## config.mk

```make
export PLATFORM = sky130hd
export DESIGN_NAME = usb_out_ep_ctrl
export DESIGN_NICKNAME = d
export VERILOG_FILES = /design/src/rtl/usb_ep_pkg.sv /design/src/rtl/usb_ep_ctrl.sv /design/src/rtl/usb_ep_dp.sv /design/src/rtl/usb_ep_hs.sv /design/src/rtl/usb_out_ep_ctrl.sv
export SDC_FILE = /design/constraint.sdc
export NUM_CORES = 1
export LEC_CHECK = 0
export BUFFER_PORTS_ARGS = -buffer_cell sky130_fd_sc_hd__buf_2
export CAP_MARGIN = 20
export CORE_MARGIN = 2
export CORE_UTILIZATION = 28
export CTS_BUF_LIST = sky130_fd_sc_hd__clkbuf_8
export DETAILED_ROUTE_END_ITERATION = 10
export PLACE_DENSITY = 0.82
export REMOVE_ABC_BUFFERS = 1
export SLEW_MARGIN = 20
export SYNTH_ARGS = -nofsm -noshare
export SYNTH_HDL_FRONTEND = slang
export SYNTH_SLANG_ARGS = --single-unit
```

## constraint.sdc

```tcl
create_clock -name clk -period 0.8 [get_ports clk]
set_input_delay 0.04 -clock clk [delete_from_list [all_inputs] [get_ports clk]]
set_output_delay 0.04 -clock clk [all_outputs]
set_load 0.005 [all_outputs]
```

## src/rtl/usb_ep_pkg.sv

```systemverilog
package usb_ep_pkg;

  localparam int REG_W      = 32;
  localparam int BIT_ACTIVE = 15;
  localparam int BIT_NAKST  = 17;
  localparam int BIT_SNOOP  = 20;
  localparam int BIT_STALL  = 21;
  localparam int BIT_NAKCLR = 26;
  localparam int BIT_NAKSET = 27;
  localparam int BIT_DISREQ = 30;
  localparam int BIT_EN     = 31;

  typedef enum logic [1:0] {
    HS_ACK   = 2'b00,
    HS_NAK   = 2'b01,
    HS_STALL = 2'b10
  } hsSel_e;

  // Strobes passed from the control decoder to the state datapath
  typedef struct packed {
    logic nakSet;
    logic nakClr;
    logic stallSet;
    logic stallClr;
    logic enSet;
    logic enClr;
    logic disSet;
    logic disClr;
    logic snoopWr;
    logic snoopVal;
  } epStrobes_t;

endpackage

```

## src/rtl/usb_ep_ctrl.sv

```systemverilog
module usb_ep_ctrl
  import usb_ep_pkg::*;
#(
  parameter int REG_W = 32,
  localparam int LANES = REG_W / 8
) (
  input  logic               clk,
  input  logic               rstN,
  input  logic               regWrite,
  input  logic [REG_W-1:0]   regWdata,
  input  logic [LANES-1:0]   regByteEn,
  input  logic               setupTok,
  input  logic               setupDone,
  input  logic               xferDone,
  input  logic               epDisabled,
  input  logic               curEn,
  output epStrobes_t         strb
);

  logic [LANES-1:0] laneOn;

  for (genvar g = 0; g < LANES; g++) begin : gLane
    assign laneOn[g] = regWrite & regByteEn[g];
  end

  function automatic logic laneOf(input logic [LANES-1:0] lanes, input int bitPos);
    return lanes[bitPos / 8];
  endfunction

  always_comb begin
    strb          = '0;
    strb.nakSet   = laneOf(laneOn, BIT_NAKSET) & regWdata[BIT_NAKSET];
    strb.nakClr   = laneOf(laneOn, BIT_NAKCLR) & regWdata[BIT_NAKCLR];
    strb.stallSet = laneOf(laneOn, BIT_STALL)  & regWdata[BIT_STALL];
    strb.stallClr = setupTok;
    strb.enSet    = laneOf(laneOn, BIT_EN)     & regWdata[BIT_EN];
    strb.enClr    = setupDone | xferDone | epDisabled;
    strb.disSet   = laneOf(laneOn, BIT_DISREQ) & regWdata[BIT_DISREQ] & curEn;
    strb.disClr   = epDisabled;
    strb.snoopWr  = laneOf(laneOn, BIT_SNOOP);
    strb.snoopVal = regWdata[BIT_SNOOP];
  end

  logic unusedData;
  assign unusedData = ^{regWdata[19:0], regWdata[25:22], regWdata[29:28]};

  // The disable request is passed on only while enable is already on
  AST_DIS_GATED: assert property (@(posedge clk) disable iff (!rstN)
    strb.disSet |-> curEn);

endmodule

```

## src/rtl/usb_ep_dp.sv

```systemverilog
module usb_ep_dp
  import usb_ep_pkg::*;
#(
  parameter int REG_W = 32
) (
  input  logic             clk,
  input  logic             rstN,
  input  epStrobes_t       strb,
  output logic             nakSt,
  output logic             stall,
  output logic             en,
  output logic             disReq,
  output logic             snoop,
  output logic [REG_W-1:0] rdata
);

  always_ff @(posedge clk or negedge rstN) begin
    if (!rstN) begin
      nakSt  <= 1'b0;
      stall  <= 1'b0;
      en     <= 1'b0;
      disReq <= 1'b0;
      snoop  <= 1'b0;
    end else begin
      // Set wins over clear for the sticky NAK flag
      if (strb.nakSet)        nakSt <= 1'b1;
      else if (strb.nakClr)   nakSt <= 1'b0;
      // A SETUP token wins over a software STALL write
      if (strb.stallClr)      stall <= 1'b0;
      else if (strb.stallSet) stall <= 1'b1;
      // Hardware completion wins over a software enable write
      if (strb.enClr)         en <= 1'b0;
      else if (strb.enSet)    en <= 1'b1;
      if (strb.disClr)        disReq <= 1'b0;
      else if (strb.disSet)   disReq <= 1'b1;
      if (strb.snoopWr)       snoop <= strb.snoopVal;
    end
  end

  always_comb begin
    rdata             = '0;
    rdata[BIT_ACTIVE] = 1'b1;
    rdata[BIT_NAKST]  = nakSt;
    rdata[BIT_SNOOP]  = snoop;
    rdata[BIT_STALL]  = stall;
    rdata[BIT_DISREQ] = disReq;
    rdata[BIT_EN]     = en;
  end

  AST_NAK_SET_WINS: assert property (@(posedge clk) disable iff (!rstN)
    strb.nakSet |=> nakSt);
  AST_STALL_SETUP_CLR: assert property (@(posedge clk) disable iff (!rstN)
    strb.stallClr |=> !stall);
  AST_EN_HW_CLR: assert property (@(posedge clk) disable iff (!rstN)
    strb.enClr |=> !en);
  AST_DIS_AFTER_EN: assert property (@(posedge clk) disable iff (!rstN)
    $rose(disReq) |-> $past(en));
  AST_DIS_EVT_CLR: assert property (@(posedge clk) disable iff (!rstN)
    strb.disClr |=> !disReq);

endmodule

```

## src/rtl/usb_ep_hs.sv

```systemverilog
module usb_ep_hs
  import usb_ep_pkg::*;
(
  input  logic       clk,
  input  logic       rstN,
  input  logic       nakSt,
  input  logic       stall,
  input  logic       snoop,
  input  logic       rxSpace,
  output logic [1:0] hsSel,
  output logic       acceptData,
  output logic       acceptNoCheck
);

  hsSel_e pick;

  always_comb begin
    if (stall)                  pick = HS_STALL;
    else if (nakSt || !rxSpace) pick = HS_NAK;
    else                        pick = HS_ACK;
  end

  assign hsSel         = pick;
  assign acceptData    = (pick == HS_ACK);
  assign acceptNoCheck = acceptData & snoop;

  AST_STALL_FIRST: assert property (@(posedge clk) disable iff (!rstN)
    stall |-> (hsSel == 2'b10) && !acceptData);
  AST_NAK_BLOCKS: assert property (@(posedge clk) disable iff (!rstN)
    nakSt |-> !acceptData);
  AST_NOCHECK_SUBSET: assert property (@(posedge clk) disable iff (!rstN)
    acceptNoCheck |-> acceptData && snoop);

endmodule

```

## src/rtl/usb_out_ep_ctrl.sv

```systemverilog
module usb_out_ep_ctrl
  import usb_ep_pkg::*;
#(
  parameter int REG_W = 32,
  localparam int LANES = REG_W / 8
) (
  input  logic             clk,
  input  logic             rstN,
  input  logic             regWrite,
  input  logic [REG_W-1:0] regWdata,
  input  logic [LANES-1:0] regByteEn,
  output logic [REG_W-1:0] regRdata,
  input  logic             setupTok,
  input  logic             setupDone,
  input  logic             xferDone,
  input  logic             epDisabled,
  input  logic             rxSpace,
  output logic [1:0]       hsSel,
  output logic             acceptData,
  output logic             acceptNoCheck,
  output logic             epActive,
  output logic             epEnable
);

  epStrobes_t strb;
  logic nakSt, stall, en, disReq, snoop;

  usb_ep_ctrl #(.REG_W(REG_W)) uCtrl (
    .clk(clk), .rstN(rstN), .regWrite(regWrite), .regWdata(regWdata),
    .regByteEn(regByteEn), .setupTok(setupTok), .setupDone(setupDone),
    .xferDone(xferDone), .epDisabled(epDisabled), .curEn(en), .strb(strb)
  );

  usb_ep_dp #(.REG_W(REG_W)) uDp (
    .clk(clk), .rstN(rstN), .strb(strb), .nakSt(nakSt), .stall(stall),
    .en(en), .disReq(disReq), .snoop(snoop), .rdata(regRdata)
  );

  usb_ep_hs uHs (
    .clk(clk), .rstN(rstN), .nakSt(nakSt), .stall(stall), .snoop(snoop),
    .rxSpace(rxSpace), .hsSel(hsSel), .acceptData(acceptData),
    .acceptNoCheck(acceptNoCheck)
  );

  assign epActive = 1'b1;
  assign epEnable = en;

  logic unusedDis;
  assign unusedDis = disReq;

  AST_ACTIVE_ON: assert property (@(posedge clk) disable iff (!rstN)
    epActive && regRdata[15] && (regRdata[19:18] == 2'b00));

endmodule

```

==> results by group <==
Run status
  – Status: finished with violations
  – Failing checks: negative hold slack, negative setup slack

Critical path
  – Setup crit end kind: primary output
  – Kind of critical path: flop to primary output
  – Worst R2R Path Depth: 3
  – CP max stage cell: dfrtp_1
  – R2R setup slack: -150 ps
  – Crit-path max FO: 3
  – Critical path required time: 760 ps
  – RR Endpoint: uDp.nakSt$_DFFE_PN0P_
  – Cell family with most CP delay: flip-flops
  – Worst path arrival time: 1040 ps
  – Critical path, cell by cell: nor3b_2, and2_1, buf_2
  – Sum of buffers and inverters on the critical path: 1
  – Cell count along the critical path: 3
  – Slowest stage delay, CP: 390 ps
  – Critical Path Start Type: flop
  – R2R Path Start: uDp.nakSt$_DFFE_PN0P_

Timing
  – Final Hold Fails: 1
  – Min Tclk post-route: 1080 ps
  – Final setup margin: -278 ps
  – Final clock skew: 0.0444 ps
  – Period utilization: 1.35
  – RSZ-0062 raised after global routing: true
  – Finish-stage setup viols: 10
  – Final Max Tran Viols: 0
  – Fmax: 928 MHz
  – Fin Hold WS: -3.33 ps

Pwr
  – P_int: 0.000724 W
  – Lkg Pwr: 0.355 nW
  – Total power per unit cell area: 1630 mW/mm2
  – Switching power of the nets: 0.000235 W
  – Sw Share: 0.245
  – Max IR drop VDD: 795 uV
  – Flop pwr share: 0.302
  – Clock network power share: 0.459
  – Overall power: 0.000959 W
  – Comb pwr share: 0.239

Synthesis
  – Cell types occupying the most area after synthesis: buf_4 53%, dfrtp_1 26%, mux2_4 3.1%
  – Yosys top cell by area: buf_4
  – Synth cell count leaders: 34 x buf_4, 5 x dfrtp_1, 2 x a31oi_1, 2 x conb_1, 2 x nor2_1
  – Number of library cell types mapped by synthesis: 15
  – Post-Syn Area: 482 um2
  – Main flop type after synthesis: dfrtp_1
  – EDFF count, synth: 0
  – Cells after Synth: 55
  – Cell with the most instances after synthesis: buf_4
  – Syn Area/Cell: 8.76 um2
  – Post-synthesis sequential area ratio: 0.260
  – Async set-or-reset flop fraction in the synthesized netlist: 1.00
  – Post-synth top area share: 0.530
  – Synth warnings: 0
  – Yosys reg bits: 5

Clocking
  – CTS tree: done
  – Clock buffer count from CTS: 3
  – CTS root buf: clkbuf_8
  – H-tree Lvls: 1
  – Hold-fix buffers at CTS: 2
  – Worst-Skew Late Latency: 220 ps
  – CTS sink cnt: 5
  – Bufs on Longest Clock Path: 2
  – Clock-pin slew on the worst setup and hold paths: 40 ps

Hold path
  – Hold WC Path Type: input pin to flop
  – Worst hold endpoint: uDp.en$_DFFE_PN0P_
  – Worst Hold Launch: setupDone
  – Hold Crit Depth: 2

GRT
  – Overflow after GRT: 0
  – GRT Util Overall: 0.0792
  – Initial antenna violation count: 0
  – Vias in the first global route: 283
  – First-pass GRT wire length: 1130 um
  – Largest net degree at the start of global routing: 7

Finish
  – Post-route cell area: 587 um2
  – Multi-input logic area: 214 um2
  – Filler cells: 166
  – NumNets Final: 127
  – Syn-to-layout area delta: 21.8%
  – Share of post-route cells with drive strength above 1: 0.451
  – Post-layout util: 0.376
  – # diodes: 0
  – Register area: 125 um2

Route
  – DRT antenna net count: 0
  – Drt wl/cell: 8.98 um
  – Via count: 372
  – DRC: 0
  – Final wirelength: 880 um
  – Initial drt markers: 0
  – Via density: 3.80
  – DR pass1 iterations: 1

Placed design
  – RePlAce Congestion: 0.699
  – Post-detail-place hpwl: 796 um
  – Placed instance area: 492 um2
  – Port Buf Inserts: 25
  – Placement Setup Slack: -133 ps

Run
  – Maxcap violations: 0

Floorplan
  – I/O Pins: 82
  – Die Area: 0.00207 mm2
  – FP Rows: 14
  – Die Wd: 45.5 um
  – CORE AREA: 0.00156 mm2
  – Initial Util: 0.309
  – Die H: 45.5 um
power by group through the flow:
stage / Clock [W] / Sequential [W] / Combinational (W)
after floorplan: 0 / 0.000294 / 0.0000712
after global placement: 0 / 0.000287 / 0.000194
after detailed placement: 0 / 0.000291 / 0.000197
after CTS: 0.000456 / 0.000290 / 0.000210
after global routing: 0.000480 / 0.000292 / 0.000254
final: 0.000440 / 0.000290 / 0.000229
worst register-to-register path: cells and delay by family, from the launching register on:
family                 cells  cell delay [ps]
buffers and inverters      2              250
DFF                        1              390
AOI/OAI and AO/OA          1              200
layout by cell type (no fill, tap or decap):
cell type / count
nor3b_2: 1
nand2_2: 1
conb_1: 28
mux2_4: 1
dlygate4sd3_1: 2
inv_1: 2
buf_6: 1
buf_4: 3
and2_1: 1
nand3_1: 1
buf_2: 25
a21oi_1: 1
a31oi_1: 2
dfrtp_1: 5
a41oi_2: 1
a32o_1: 1
nor2_1: 2
nor4_2: 1
clkbuf_8: 3
stage by stage:
stage          TNS, ps  std cells  hold slack, ps
5_1_grt          -1640         98           -6.96
3_5_place_dp      -257         91            -137
2_1_floorplan     -112         47            -256
6_report         -1200         98           -3.33
3_3_place_gp     -89.5         91            -141
4_1_cts          -1180         97           -5.49
kinds of logic after synthesis:
family                 share of synthesized area
DFF                                        0.260
buffers and inverters                      0.538
other                                     0.0156
and+or+nand+nor                           0.0805
muxes                                     0.0312
AOI/OAI and AO/OA                         0.0753
sequential cells by signal (all words and copies together), names as in the netlist:
| name | flops |
|---|---|
| uDp.snoop | 1 |
| uDp.nakSt | 1 |
| uDp.stall | 1 |
| uDp.disReq | 1 |
| uDp.en | 1 |
repair_timing:
item,4_1_cts,5_1_grt
setup endpoints to repair,12,13
endpoints found under the hold margin,7,1
pin swaps,1,1
setup buffers,1,1
gates resized for setup,3,1
per-layer routing:
layer | up-vias | track usage | wire [um]
li1 | 169 | - | -
met1 | 165 | 0.0799 | 315
met2 | 38 | 0.146 | 436
met3 | 0 | 0.0238 | 127
met4 | 0 | 0.0353 | 0
met5 | - | 0 | 0
final cells by class:
class	count	area share
sequential	5	0.213
tap	16	0.0341
timing repair buffer	31	0.305
multi-input combinational	41	0.365
clock inverter	1	0.00640
clock buffer	3	0.0704
inverter	1	0.00640
worst max path at each step:
stage	start	endpoint	slack [ps]
after floorplan	uDp.stall$_DFFE_PN0P_	acceptNoCheck	-110
after global placement	uDp.nakSt$_DFFE_PN0P_	acceptNoCheck	-60
after detailed placement	uDp.nakSt$_DFFE_PN0P_	acceptNoCheck	-130
after CTS	uDp.nakSt$_DFFE_PN0P_	acceptNoCheck	-290
after global routing	uDp.stall$_DFFE_PN0P_	acceptNoCheck	-350
final	uDp.nakSt$_DFFE_PN0P_	acceptNoCheck	-280
Power figures use the tool's default switching activity.
